**src/rtl/qdec_pkg.sv**
```systemverilog
package qdec_pkg;
   typedef enum logic [1:0] {
      QM_X1  = 2'd0,
      QM_X2  = 2'd1,
      QM_X4  = 2'd2,
      QM_DIR = 2'd3
   } qmode_e;
endpackage

```
**src/rtl/qdec_prescaler.sv**
```systemverilog
module qdec_prescaler #(
   parameter int PS_W = 8
) (
   input  logic            clk,
   input  logic            rst_n,
   input  logic [PS_W-1:0] div_i,
   output logic            tick_o
);
   initial begin
      assert (PS_W >= 1) else $error("qdec_prescaler: PS_W must be at least 1");
   end

   logic [PS_W-1:0] cnt_q;

   assign tick_o = (cnt_q == '0);

   always_ff @(posedge clk or negedge rst_n) begin
      if (!rst_n)      cnt_q <= '0;
      else if (tick_o) cnt_q <= div_i;
      else             cnt_q <= cnt_q - 1'b1;
   end

   // a nonzero divider never yields back-to-back ticks
   assert_tick_gap_R2: assert property (@(posedge clk) disable iff (!rst_n)
      (tick_o && div_i != '0) |=> !tick_o);
endmodule

```
**src/rtl/qdec_sync_filter.sv**
```systemverilog
module qdec_sync_filter #(
   parameter int SYNC_STAGES  = 2,
   parameter int STABLE_TICKS = 2
) (
   input  logic clk,
   input  logic rst_n,
   input  logic tick_i,
   input  logic raw_i,
   output logic filt_o
);
   initial begin
      assert (SYNC_STAGES >= 0) else $error("qdec_sync_filter: SYNC_STAGES negative");
      assert (STABLE_TICKS >= 2) else $error("qdec_sync_filter: STABLE_TICKS below 2");
   end

   logic s_in;

   generate
      if (SYNC_STAGES == 0) begin : g_nosync
         assign s_in = raw_i;
      end else begin : g_sync
         logic [SYNC_STAGES-1:0] sync_q;
         always_ff @(posedge clk or negedge rst_n) begin
            if (!rst_n) sync_q <= '0;
            else begin
               sync_q[0] <= raw_i;
               for (int i = 1; i < SYNC_STAGES; i++) sync_q[i] <= sync_q[i-1];
            end
         end
         assign s_in = sync_q[SYNC_STAGES-1];
      end
   endgenerate

   logic [STABLE_TICKS-1:0] hist_q;
   logic [STABLE_TICKS-1:0] hist_nxt;
   logic                    filt_q;

   assign hist_nxt = {hist_q[STABLE_TICKS-2:0], s_in};

   always_ff @(posedge clk or negedge rst_n) begin
      if (!rst_n) begin
         hist_q <= '0;
         filt_q <= 1'b0;
      end else if (tick_i) begin
         hist_q <= hist_nxt;
         if (&hist_nxt)       filt_q <= 1'b1;
         else if (~|hist_nxt) filt_q <= 1'b0;
      end
   end

   assign filt_o = filt_q;

   // the accepted level moves only on a sample tick
   assert_filt_on_tick_R3: assert property (@(posedge clk) disable iff (!rst_n)
      !tick_i |=> $stable(filt_q));
endmodule

```
**src/rtl/qdec_decode.sv**
```systemverilog
module qdec_decode
   import qdec_pkg::*;
(
   input  logic   clk,
   input  logic   rst_n,
   input  qmode_e mode_i,
   input  logic   fa_i,
   input  logic   fb_i,
   input  logic   err_clr_i,
   output logic   cnt_en_o,
   output logic   cnt_up_o,
   output logic   err_o
);
   logic pa_q, pb_q;
   logic a_chg, b_chg;
   logic en_c, up_c, bad_c;
   logic en_q, up_q, err_q;

   assign a_chg = fa_i ^ pa_q;
   assign b_chg = fb_i ^ pb_q;

   always_comb begin
      en_c  = 1'b0;
      up_c  = 1'b0;
      bad_c = 1'b0;
      case (mode_i)
         QM_X4: begin
            if (a_chg && b_chg) bad_c = 1'b1;
            else if (a_chg) begin en_c = 1'b1; up_c = fa_i ^ fb_i;    end
            else if (b_chg) begin en_c = 1'b1; up_c = ~(fa_i ^ fb_i); end
         end
         QM_X2: begin
            if (a_chg && b_chg) bad_c = 1'b1;
            else if (a_chg) begin en_c = 1'b1; up_c = fa_i ^ fb_i; end
         end
         QM_X1: begin
            if (a_chg && b_chg) bad_c = 1'b1;
            else if (a_chg && fa_i) begin en_c = 1'b1; up_c = ~fb_i; end
         end
         default: begin
            if (a_chg && fa_i) begin en_c = 1'b1; up_c = fb_i; end
         end
      endcase
   end

   always_ff @(posedge clk or negedge rst_n) begin
      if (!rst_n) begin
         pa_q  <= 1'b0;
         pb_q  <= 1'b0;
         en_q  <= 1'b0;
         up_q  <= 1'b0;
         err_q <= 1'b0;
      end else begin
         pa_q <= fa_i;
         pb_q <= fb_i;
         en_q <= en_c;
         up_q <= up_c;
         if (bad_c)          err_q <= 1'b1;
         else if (err_clr_i) err_q <= 1'b0;
      end
   end

   assign cnt_en_o = en_q;
   assign cnt_up_o = up_q;
   assign err_o    = err_q;

   // the flag holds while no clear is requested
   assert_err_sticky_R10: assert property (@(posedge clk) disable iff (!rst_n)
      (err_q && !err_clr_i) |=> err_q);

   // a fresh illegal step beats a simultaneous clear
   assert_set_wins_R10: assert property (@(posedge clk) disable iff (!rst_n)
      (a_chg && b_chg && mode_i != QM_DIR && err_clr_i) |=> err_q);

   // clock/direction mode never raises the flag
   assert_dir_no_err_R9: assert property (@(posedge clk) disable iff (!rst_n)
      $rose(err_q) |-> $past(mode_i) != QM_DIR);
endmodule

```
**src/rtl/qdec_filtered.sv**
```systemverilog
module qdec_filtered
   import qdec_pkg::*;
#(
   parameter int PS_W         = 8,
   parameter int SYNC_STAGES  = 2,
   parameter int STABLE_TICKS = 2
) (
   input  logic            clk,
   input  logic            rst_n,
   input  logic [PS_W-1:0] prescale_i,
   input  logic [1:0]      mode_i,
   input  logic            enc_a_i,
   input  logic            enc_b_i,
   input  logic            err_clr_i,
   output logic            cnt_en_o,
   output logic            cnt_up_o,
   output logic            err_o
);
   localparam int N_CH = 2;

   logic            tick;
   logic [N_CH-1:0] raw_vec;
   logic [N_CH-1:0] filt_vec;

   assign raw_vec = {enc_b_i, enc_a_i};

   qdec_prescaler #(.PS_W(PS_W)) u_div (
      .clk   (clk),
      .rst_n (rst_n),
      .div_i (prescale_i),
      .tick_o(tick)
   );

   generate
      for (genvar ch = 0; ch < N_CH; ch++) begin : g_ch
         qdec_sync_filter #(
            .SYNC_STAGES (SYNC_STAGES),
            .STABLE_TICKS(STABLE_TICKS)
         ) u_filt (
            .clk   (clk),
            .rst_n (rst_n),
            .tick_i(tick),
            .raw_i (raw_vec[ch]),
            .filt_o(filt_vec[ch])
         );
      end
   endgenerate

   qdec_decode u_dec (
      .clk      (clk),
      .rst_n    (rst_n),
      .mode_i   (qmode_e'(mode_i)),
      .fa_i     (filt_vec[0]),
      .fb_i     (filt_vec[1]),
      .err_clr_i(err_clr_i),
      .cnt_en_o (cnt_en_o),
      .cnt_up_o (cnt_up_o),
      .err_o    (err_o)
   );

   // a count pulse follows the accepting tick by two cycles
   assert_cnt_after_tick_R11: assert property (@(posedge clk) disable iff (!rst_n)
      cnt_en_o |-> $past(tick, 2));

   // count pulses from one accepted edge last a single cycle in slow sampling
   assert_single_pulse_R11: assert property (@(posedge clk) disable iff (!rst_n)
      (cnt_en_o && prescale_i != '0 && $stable(prescale_i)) |=> !cnt_en_o);
endmodule

```
**config.mk**
```make
export PLATFORM = sky130hd
export DESIGN_NAME = qdec_filtered
export DESIGN_NICKNAME = d
export VERILOG_FILES = /design/src/rtl/qdec_pkg.sv /design/src/rtl/qdec_prescaler.sv /design/src/rtl/qdec_sync_filter.sv /design/src/rtl/qdec_decode.sv /design/src/rtl/qdec_filtered.sv
export SDC_FILE = /design/constraint.sdc
export NUM_CORES = 1
export LEC_CHECK = 0
export BUFFER_PORTS_ARGS = -buffer_cell sky130_fd_sc_hd__buf_4
export CORE_MARGIN = 5
export CORE_UTILIZATION = 54
export DETAILED_ROUTE_END_ITERATION = 7
export PLACE_DENSITY = 0.77
export SETUP_SLACK_MARGIN = 0.02
export SLEW_MARGIN = 20
export SYNTH_ARGS = -nofsm -noshare
export SYNTH_HDL_FRONTEND = slang
export SYNTH_SLANG_ARGS = --single-unit
```
**constraint.sdc**
```tcl
create_clock -name clk -period 2.19 [get_ports clk]
set_input_delay 0 -clock clk [delete_from_list [all_inputs] [get_ports clk]]
set_output_delay 0 -clock clk [all_outputs]
set_load 0.05 [all_outputs]
```
==> reports/metrics.csv <==
metric,value,unit
status,"finished, final reports clean",
seqCellArea,525.5,sq um
tns,0,ps
cts.sinks,21,
core,1922,sq um
wire_per_inst,12.72,um
rsz0062_at_grt,false,
remaining_drc_errors,0,
drive_gt1_frac,0.2222,
clockBufferDepth,2,
worstSkewPairLatency,290,ps
drtIter0Drc,16,
synth_top_area_frac,0.4918,
ys_seq_area_frac,0.4918,
postSynthAreaPerCell,10.90,sq um
critPathMaxFanout,9,
holdPathStages,3,
multiInputGateArea,485.5,sq um
diodes,0,
synthCells,98,
vias_per_cell,5.497,
holdWs,6.837,ps
arrival,2090,ps
synth.distinct_cells,33,
yosys-top-cells-area,"dfrtp_1 49%, ha_1 7.0%, o21ai_0 3.7%",
synth-seq-cells,21,
setup-violations-final,0,
timing.fmax,523.3,MHz
drv_slew,0,
synth_top_family_by_area,simple AND/OR/NAND/NOR gates,
hpwl,1.373,mm
row_count,16,
start_kind,flop,
period_share,0.8726,
overflow,0,
criticalPathCategory,flop to flop,
numCtsBuffers,3,
powerDensity,878.2,nW/um^2
hp-start,prescale_i[6],
syn-num-nets,119,
dpl_cell_area,1214,sq um
grt_max_degree,22,
cp.required,2370,ps
skew,3.838,ps
tritoncts,yes,
min_path_type,input pin to flop,
yosys.area.top_type,dfrtp_1,
yosys.area_share.simple,0.1674,
postCtsSetupBuffers,0,
p_leak,0.6368,nW
cts_max_level,1,
hold_viol_final,0,
ir_drop,665.0,uV
layout_commonest_cell,dfrtp_1,
area_growth,25.53,%
ant_nets,0,
drt_pass1_iterations,4,
yosysWarnings,0,
path_clk_slew,110,ps
tightestPinTransition,432.9,ps
r2r_cells,5,
muxShareOfSynthArea,0.06792,
synth_compound_area_frac,0.1323,
holdPathEnd,u_div.cnt_q[6],
endpoint_kind,flop,
netlist_area,1069,sq um
num_vias,841,
design_area,1341,sq um
design.die.area,2969,sq um
wl,1.946,mm
synth_fa_ha_area_frac,0.07026,
die_h,54.49,um
port_buffers,17,
die_w,54.49,um
fin_crit,1911,ps
cts-root-buf,clkbuf_4,
synth_xor_area_frac,0.01639,
worstReg2RegEnd,g_ch[0].u_filt.filt_o,
fillerInstances,149,
grt_pass1_vias,715,
total_power,0.001178,W
slew_headroom,0.7087,
antenna_found_initial,0,
grt_pass1_wl,3.098,mm
nets,148,
start_util,0.5560,
cap_violations,0,
gp_congestion,0.8082,
grt_usage,0.1467,
rrSetupSlack,280,ps
io_pins,18,
final_cell_mix,"21 x dfrtp_1, 18 x buf_4, 10 x dlygate4sd3_1, 9 x inv_1, 8 x o21ai_0",
rr_startpoint,u_div.cnt_q[0],
worst max-delay path by stage:
stage,from,depth (start not counted),slack [ps],end
6_report,u_div.cnt_q[0],5,280,g_ch[0].u_filt.filt_o
5_1_grt,u_div.cnt_q[0],5,160,g_ch[0].u_filt.filt_o
4_1_cts,u_div.cnt_q[0],5,270,g_ch[0].u_filt.filt_o
3_5_place_dp,u_div.cnt_q[0],5,280,g_ch[0].u_filt.filt_o
3_3_place_gp,u_div.cnt_q[0],5,330,g_ch[0].u_filt.filt_o
2_1_floorplan,u_div.cnt_q[0],6,430,g_ch[0].u_filt.filt_o
power breakdown:
part,switching (W),internal [W]
registers,0.000113,0.000486
logic,0.000205,0.000196
clock network,0.000111,0.0000678
total,0.000429,0.000749
cell usage after synthesis (all sizes together):
cell and number:
dfrtp 21, inv 9, o21ai 8, nor3 7
ha 6, nand2 5, mux2 4, a21oi 3
nor2 3, nor4 3, a211oi 2, a31oi 2
a41oi 2, buf 2, clkbuf 2, mux2i 2
o21bai 2, o311ai 2, or4 2, xor2 2
a221oi 1, and3 1, and3b 1, nand2b 1
nand4 1, nor4b 1, or2b 1, or3b 1
or4b 1
kinds of logic (layout without fill, tap and decap cells):
kind of cell / Yosys count / count (layout)
buffers and inverters: 13 / 41
muxes: 6 / 6
AOI/OAI and AO/OA: 22 / 22
xor gates and xnor gates: 2 / 2
adders and majority gates: 6 / 6
and+or+nand+nor: 28 / 28
DFF: 21 / 21
critical path, cell delays in order, from the launching register on:
cell and delay [ps]:
dfrtp_1 430, inv_1 70, ha_1 230, or3b_1 520
nor3_2 210, mux2_1 340
final cells by class:
class	instances	share of cell area
clock buffers	3	0.01679
clock inverters	1	0.003731
inverters	9	0.02519
multi-input cells	64	0.3619
flip-flops and latches	21	0.3918
well taps	27	0.02519
repair buffers	28	0.1754
what timing repair did:
item | in CTS | in global routing
hold endpoints to repair | 29 | 1
hold buffers | 9 | 1
resized for setup | 0 | 0
setup endpoints to repair | 0 | 0
stage by stage:
step | util | setup WS (ps) | cells
after floorplan | - | 432.7 | 98
after global placement | 0.6315 | 332.2 | 139
after detailed placement | 0.6315 | 282.8 | 139
after CTS | 0.6927 | 271.3 | 152
after global routing | 0.6979 | 155.8 | 153
final | 0.6979 | 279.0 | 153
flip-flops by register name (all words and copies together) (netlist names):
signal / flops
u_dec.pa_q: 1
g_ch.u_filt.g_sync.sync_q: 4
u_dec.err_o: 1
u_dec.cnt_up_o: 1
g_ch.u_filt.filt_o: 2
u_dec.pb_q: 1
g_ch.u_filt.hist_q: 2
u_div.cnt_q: 8
u_dec.cnt_en_o: 1
per-layer routing:
| layer | global-route usage | part of all wire | vias to the layer above |
|---|---|---|---|
| li1 | - | - | 416 |
| met1 | 0.2034 | 0.49 | 400 |
| met2 | 0.2291 | 0.46 | 23 |
| met3 | 0.03270 | 0.043 | 2 |
| met4 | 0.04149 | 0.0087 | 0 |
| met5 | 0 | 0 | - |
No activity file was read; power rests on OpenSTA's default activity.
